===== src/rtl/sl_pkg.sv =====
// Shared types for the serial loader.
// Assumes: the steering bit is the last bit captured by the shift register.
package sl_pkg;

    typedef enum logic {
        SL_DEST_FB  = 1'b0,
        SL_DEST_REF = 1'b1
    } sl_dest_e;

    // Map the captured steering bit onto a destination.
    function automatic sl_dest_e sl_decode(input logic steer_bit);
        return steer_bit ? SL_DEST_REF : SL_DEST_FB;
    endfunction

endpackage


===== src/rtl/sl_sync.sv =====
// Multi-bit level synchroniser for asynchronous pins.
// Assumes: each bit is an independent slow level, so skew between bits is
// harmless as long as the sender keeps setup margin on its own protocol.
module sl_sync #(
    parameter int                 WIDTH     = 3,
    parameter int                 STAGES    = 2,
    parameter logic [WIDTH-1:0]   RESET_VAL = '0
) (
    input  logic             clk,
    input  logic             rst_n,
    input  logic [WIDTH-1:0] async_in,
    output logic [WIDTH-1:0] sync_out
);

    logic [STAGES-1:0][WIDTH-1:0] chain;

    // Shift pin levels through the synchroniser flops.
    always_ff @(posedge clk) begin
        if (!rst_n) begin
            chain <= {STAGES{RESET_VAL}};
        end else begin
            for (int s = STAGES - 1; s > 0; s--) begin
                chain[s] <= chain[s-1];
            end
            chain[0] <= async_in;
        end
    end

    assign sync_out = chain[STAGES-1];

endmodule


===== src/rtl/sl_edge.sv =====
// Rising-edge detector on synchronised levels.
// Assumes: inputs already belong to the clk domain; the reset value models
// the idle level so no false edge appears when reset ends.
module sl_edge #(
    parameter int               WIDTH     = 2,
    parameter logic [WIDTH-1:0] RESET_VAL = '0
) (
    input  logic             clk,
    input  logic             rst_n,
    input  logic [WIDTH-1:0] level_in,
    output logic [WIDTH-1:0] rise_out
);

    logic [WIDTH-1:0] prev_q;

    // Remember the previous level of each input.
    always_ff @(posedge clk) begin
        if (!rst_n) prev_q <= RESET_VAL;
        else        prev_q <= level_in;
    end

    assign rise_out = level_in & ~prev_q;

endmodule


===== src/rtl/sl_shift.sv =====
// Serial-in shift register. The newest bit enters at index 0, so after a
// full word the first bit sent sits at the top.
// Assumes: shift_en is a single-cycle pulse per serial clock edge.
module sl_shift #(
    parameter int LEN = 19
) (
    input  logic           clk,
    input  logic           rst_n,
    input  logic           shift_en,
    input  logic           din,
    output logic [LEN-1:0] sr_q
);

    // Capture one data bit per serial clock edge.
    always_ff @(posedge clk) begin
        if (!rst_n)        sr_q <= '0;
        else if (shift_en) sr_q <= {sr_q[LEN-2:0], din};
    end

endmodule


===== src/rtl/sl_steer.sv =====
// Decodes the steering bit and commits the word to one of two latches,
// raising a one-cycle strobe for the latch that was written.
// Assumes: load is a single-cycle pulse; LEN covers the wider word plus one.
module sl_steer
    import sl_pkg::*;
#(
    parameter int REF_W = 15,
    parameter int FB_W  = 18,
    parameter int LEN   = FB_W + 1
) (
    input  logic             clk,
    input  logic             rst_n,
    input  logic             load,
    input  logic [LEN-1:0]   sr,
    output logic [REF_W-1:0] ref_word,
    output logic             ref_upd,
    output logic [FB_W-1:0]  fb_word,
    output logic             fb_upd
);

    sl_dest_e dest;

    // Pick the destination from the most recently captured bit.
    always_comb dest = sl_decode(sr[0]);

    // Commit the payload and pulse the matching strobe.
    always_ff @(posedge clk) begin
        if (!rst_n) begin
            ref_word <= '0;
            fb_word  <= '0;
            ref_upd  <= 1'b0;
            fb_upd   <= 1'b0;
        end else begin
            ref_upd <= 1'b0;
            fb_upd  <= 1'b0;
            if (load) begin
                if (dest == SL_DEST_REF) begin
                    ref_word <= sr[REF_W:1];
                    ref_upd  <= 1'b1;
                end else begin
                    fb_word <= sr[FB_W:1];
                    fb_upd  <= 1'b1;
                end
            end
        end
    end

endmodule


===== src/rtl/serial_loader_top.sv =====
// Three-wire serial loader: synchronises the pins, shifts data on serial
// clock rises and steers the word to the reference or feedback latch when
// load enable rises.
// Assumes: serial data is stable around each serial clock rise for longer
// than SYNC_STAGES+1 system cycles; load enable idles high (pull-up).
module serial_loader_top #(
    parameter int REF_W       = 15,
    parameter int FB_W        = 18,
    parameter int SYNC_STAGES = 2
) (
    input  logic             clk,
    input  logic             rst_n,
    input  logic             ser_clk_i,
    input  logic             ser_dat_i,
    input  logic             ser_le_i,
    output logic [REF_W-1:0] ref_word_o,
    output logic             ref_upd_o,
    output logic [FB_W-1:0]  fb_word_o,
    output logic             fb_upd_o
);

    localparam int PAYLOAD_MAX = (FB_W > REF_W) ? FB_W : REF_W;
    localparam int SR_LEN      = PAYLOAD_MAX + 1;
    localparam int PIN_LE      = 2;
    localparam int PIN_DAT     = 1;
    localparam int PIN_CLK     = 0;

    logic [2:0]        pins_sync;
    logic [1:0]        rises;
    logic [SR_LEN-1:0] sr;

    sl_sync #(
        .WIDTH     (3),
        .STAGES    (SYNC_STAGES),
        .RESET_VAL (3'b100)
    ) u_sync (
        .clk      (clk),
        .rst_n    (rst_n),
        .async_in ({ser_le_i, ser_dat_i, ser_clk_i}),
        .sync_out (pins_sync)
    );

    sl_edge #(
        .WIDTH     (2),
        .RESET_VAL (2'b10)
    ) u_edge (
        .clk      (clk),
        .rst_n    (rst_n),
        .level_in ({pins_sync[PIN_LE], pins_sync[PIN_CLK]}),
        .rise_out (rises)
    );

    sl_shift #(
        .LEN (SR_LEN)
    ) u_shift (
        .clk      (clk),
        .rst_n    (rst_n),
        .shift_en (rises[0]),
        .din      (pins_sync[PIN_DAT]),
        .sr_q     (sr)
    );

    sl_steer #(
        .REF_W (REF_W),
        .FB_W  (FB_W),
        .LEN   (SR_LEN)
    ) u_steer (
        .clk      (clk),
        .rst_n    (rst_n),
        .load     (rises[1]),
        .sr       (sr),
        .ref_word (ref_word_o),
        .ref_upd  (ref_upd_o),
        .fb_word  (fb_word_o),
        .fb_upd   (fb_upd_o)
    );

endmodule


===== config.mk =====
export PLATFORM = sky130hd
export DESIGN_NAME = serial_loader_top
export DESIGN_NICKNAME = d
export VERILOG_FILES = /design/src/rtl/sl_pkg.sv /design/src/rtl/sl_sync.sv /design/src/rtl/sl_edge.sv /design/src/rtl/sl_shift.sv /design/src/rtl/sl_steer.sv /design/src/rtl/serial_loader_top.sv
export SDC_FILE = /design/constraint.sdc
export NUM_CORES = 1
export LEC_CHECK = 0
export BUFFER_PORTS_ARGS = -buffer_cell sky130_fd_sc_hd__buf_2
export CORE_MARGIN = 2
export CORE_UTILIZATION = 58
export DETAILED_ROUTE_END_ITERATION = 12
export PLACE_DENSITY = 0.88
export SLEW_MARGIN = 10
export SYNTH_ARGS = -nofsm -noshare
export SYNTH_HDL_FRONTEND = slang
export SYNTH_HIERARCHICAL = 1
export SYNTH_SLANG_ARGS = --single-unit
export TNS_END_PERCENT = 10

===== constraint.sdc =====
create_clock -name clk -period 2.7 [get_ports clk]
set_clock_uncertainty 0.05 [all_clocks]
set_input_delay 0.54 -clock clk [delete_from_list [all_inputs] [get_ports clk]]
set_output_delay 0.54 -clock clk [all_outputs]
set_load 0.01 [all_outputs]

# Word-level counts from Yosys, hierarchy flattened
# Cells that the tools add are included.
# op_classes
mux	3
n_bitwise	3
reduce_logical	3
# op_table
op	count
2-bit AND reduction	3
1-bit two-way mux	3
2-bit bitwise AND	1
2-bit inverter	1
1-bit inverter	1
# totals
register_bits	62
inputBits	5
output_inout_bits	35
word_cells	17

# Depth between registers and ports, before layout
# depth
word_depth	3
ltp_mapped	6
depth_no_buf	3

# Modules after synthesis
# Netlist, hierarchy kept.
# modules_own_cells
mod	n_inst	cells_each	area_per_inst_um2	seq_area_each_um2
sl_steer	1	134	1328.8	700.7
sl_shift	1	60	724.4	380.4
sl_sync	1	15	180.2	120.1
sl_edge	1	6	80.1	40.0

# Worst setup path before layout
# Ideal clock, no wire load.
# synth_timing
path_kind	input to register
startpoint	in rst_n
endpoint	reg u_steer.ref_word[1]
arrival_ps	1087
path_slack_ps	1491
path_stages	4
path_cell_list	buf_4 -> clkbuf_1 -> nand2_1 -> mux2i_1
# synth_rtl
item	line	source
from (decl)	serial_loader_top.sv:12	input logic rst_n,
to (signal assigned)	sl_steer.sv:38	ref_word <= sr[REF_W:1];
to (decl)	sl_steer.sv:15	output logic [REF_W-1:0] ref_word,

# Final worst setup path
# layout_timing
startpoint	reg u_shift.sr_q[0]
endpoint	reg u_steer.fb_word[9]
# layout_via
elab_chain_cells	3
# layout_lines
item	line	source
from (decl)	sl_shift.sv:11	output logic [LEN-1:0] sr_q
from (signal assigned)	sl_shift.sv:17	else if (shift_en) sr_q <= {sr_q[LEN-2:0], din};
1-bit two-way mux	sl_pkg.sv:12	return steer_bit ? SL_DEST_REF : SL_DEST_FB;
1-bit inverter (no source line)	n/a	
2-bit AND reduction (no source line)	n/a	
to (signal assigned)	sl_steer.sv:41	fb_word <= sr[FB_W:1];
to (decl)	sl_steer.sv:17	output logic [FB_W-1:0] fb_word,
# No other way between the ends.
# A chain may end at the register's enable or synchronous reset.

==> results.md <==
- Hold_sp: ser_le_i
- CTS Buf Count: 9
- Drc violations: 0
- Ys Warns: 6
- CP delay by family, top: simple AND/OR/NAND/NOR gates
- Clk pwr share: 0.437
- # H-tree levels: 3
- WS Path Type: reg2reg
- Die width: 67.2 um
- Pleak: 1.16 nW
- Mapped Nets: 220
- GRT Total Usage: 0.188
- Final Cycle Share: 0.586
- Int Power: 1.37 mW
- Clk slew on worst S/H paths: 0.06 ns
- WL/cell: 12.4 um
- Avg Inst Size Synth: 10.8 um2
- Fmax: 0.632 GHz
- Cts repair resizes: 0
- Share of total power in combinational logic: 0.026
- Net Sw Frac: 0.204
- PnR worst setup slack: 1.12 ns
- Crit path max fanout: 11
- Sequential share of power: 0.536
- Root buf cell: clkbuf_8
- Post-synth ARST share: 0
- CP peak stage delay: 0.51 ns
- CP arrival: 1.79 ns
- Sequential area share after synthesis: 0.537
- Switching power: 350 uW
- RD Place Congestion: 0.678
- Core Util, Final: 0.707
- Mapped Cells: 215
- CTS hold repair buffers: 0
- Clk sinks: 62
- Clk buf depth: 2
- Synth area leaders: dfxtp_1 54%, mux2i_1 22%, nand2_1 8.3%, nor2b_1 5.1%, buf_6 1.9%
- Setup violators final: 0
- Area growth from synthesis to layout: 14.4%
- Nets: 258
- Via density: 4.86
- Hpwl dp: 2400 um
- Core Rows: 22
- CP Cell Sequence: nand2b_1 -> buf_4 -> mux2i_1
- # port buffers: 39
- CP startpoint: u_shift/sr_q[0]$_SDFFE_PN0P_
- I/O pin count: 40
- DR iter-0 viols: 70
- Maximum vdd drop: 541 uV
- Die area: 0.00451 mm2
- Cell area power density: 649 mW/mm2
- TritonCTS clock tree: done
- Startpoint Class: flop
- Slew margin rel.: 0.547
- Dpl ws: 1.02 ns
- Most Used Layer, Global Route: met2
- Wirelength, routed: 3780 um
- Post-CTS setup repair buffer count: 0
- Hold Crit Class: in2reg
- Outcome: complete, no violations
- Routed Antenna Nets: 0
- CORE AREA: 0.00374 mm2
- Starting Density: 0.618
- GRT met3 Usage: 0.0950
- Final Max Slew Viols: 0
- Most frequent cells in the layout: 62 x dfxtp_1, 52 x mux2i_1, 51 x nand2_1, 39 x buf_2, 19 x nor2b_1
- Synthesized flop and latch total: 62
- Setup TNS: 0 ns
- Max cap viols: 0
- First-pass GRT wire length: 6090 um
- EDFF count, synth: 0
- Post-synth top area share: 0.537
- WP buf/inv: 1
- Largest net degree at the start of global routing: 31
- Share of layout cells above drive strength 1: 0.226
- Mapped cell area: 0.00231 mm2
- Final Critical Period: 1.58 ns
- Dominant cell type by area after synthesis: dfxtp_1
- First-pass DRT Iterations: 4
- Crit end category: flop
- Distinct cells, synth: 16
- Most used DFF post-synth: dfxtp_1
- Vias in the first global route: 1366
- Commonest non-fill, non-tap cell in the layout: dfxtp_1
- DIE HEIGHT: 67.2 um
- Via Count: 1483
- Initial antenna violation count: 0
- Unrepaired setup endpoints after global routing: false
- Worst reg2reg path startpoint: u_shift/sr_q[0]$_SDFFE_PN0P_
- GR Util met2: 0.281
- Worst-skew pair later-pin latency: 0.33 ns
- Met1 GRT Util: 0.228
- Worst Path Required: 2.91 ns
- Antenna cells: 0
- Slew @ Worst Pin: 0.679 ns
- Filler cell count in the final layout: 291
- Slowest stage cell, crit path: nand2b_1
- GRT overflow: 0
- Fin. Hold Viols: 0
layout make-up:
class	instances	area, um2	area share
timing repair buffer	43	225	0.0851
multi-input combinational	136	931	0.352
sequential	62	1240	0.469
inverter	1	3.75	0.00142
tap	48	60.1	0.0227
clock buffer	15	186	0.0704
per-stage QoR:
stage | power [mW] | hold slack (ns) | cells | cell area (um2)
4_1_cts | 1.74 | 0.330 | 305 | 2650
2_1_floorplan | 0.986 | 0.336 | 215 | 2310
3_3_place_gp | 0.987 | 0.339 | 290 | 2460
5_1_grt | 1.79 | 0.352 | 305 | 2650
3_5_place_dp | 0.988 | 0.348 | 290 | 2460
6_report | 1.72 | 0.342 | 305 | 2650
logic make-up (layout without fill, tap and decap cells):
kind of cell / Yosys count / count (layout) / synth area share
flops: 62 / 62 / 0.537
buf+inv: 17 / 59 / 0.0611
mux: 52 / 52 / 0.225
simple gates: 84 / 84 / 0.177
per-layer routing:
metal	up-vias	share of wire	wire length [um]
met5	-	0	0
met4	0	0.014	54
met3	8	0.062	235
met2	37	0.46	1720
met1	673	0.47	1770
li1	765	-	-
Yosys cell counts (2+ instances only):
master / instances
dfxtp_1: 62
mux2i_1: 52
nand2_1: 51
nor2b_1: 19
and2_1: 6
buf_2: 4
buf_4: 4
buf_6: 4
nand2b_1: 4
clkbuf_1: 2
nor2b_4: 2
power groups by stage:
stage	clock network (mW)	logic (mW)	registers, mW
after floorplan	0	0.0437	0.942
after global placement	0	0.0452	0.942
after detailed placement	0	0.0461	0.942
after CTS	0.772	0.0460	0.922
after global routing	0.814	0.0500	0.922
final	0.752	0.0455	0.922
sequential cells by signal, indices dropped and copies added, names as in the netlist:
| signal | flops |
|---|---|
| u_steer/ref_upd | 1 |
| u_sync/chain | 3 |
| u_edge/prev_q | 2 |
| u_sync/sync_out | 3 |
| u_steer/fb_upd | 1 |
| u_steer/ref_word | 15 |
| u_shift/sr_q | 19 |
| u_steer/fb_word | 18 |
worst paths after layout:
check | to | slack (ns) | depth (start not counted)
setup / recovery | u_steer/fb_word[9]$_SDFFE_PN0P_ | 1.12 | 3
hold / removal | u_sync/chain[2]$_SDFF_PN1_ | 0.34 | 2
setup reg to reg | u_steer/fb_word[9]$_SDFFE_PN0P_ | 1.12 | 3
hold reg to reg | u_sync/sync_out[2]$_SDFF_PN1_ | 0.36 | 1
Note: power is estimated with default switching activity, not from simulation.
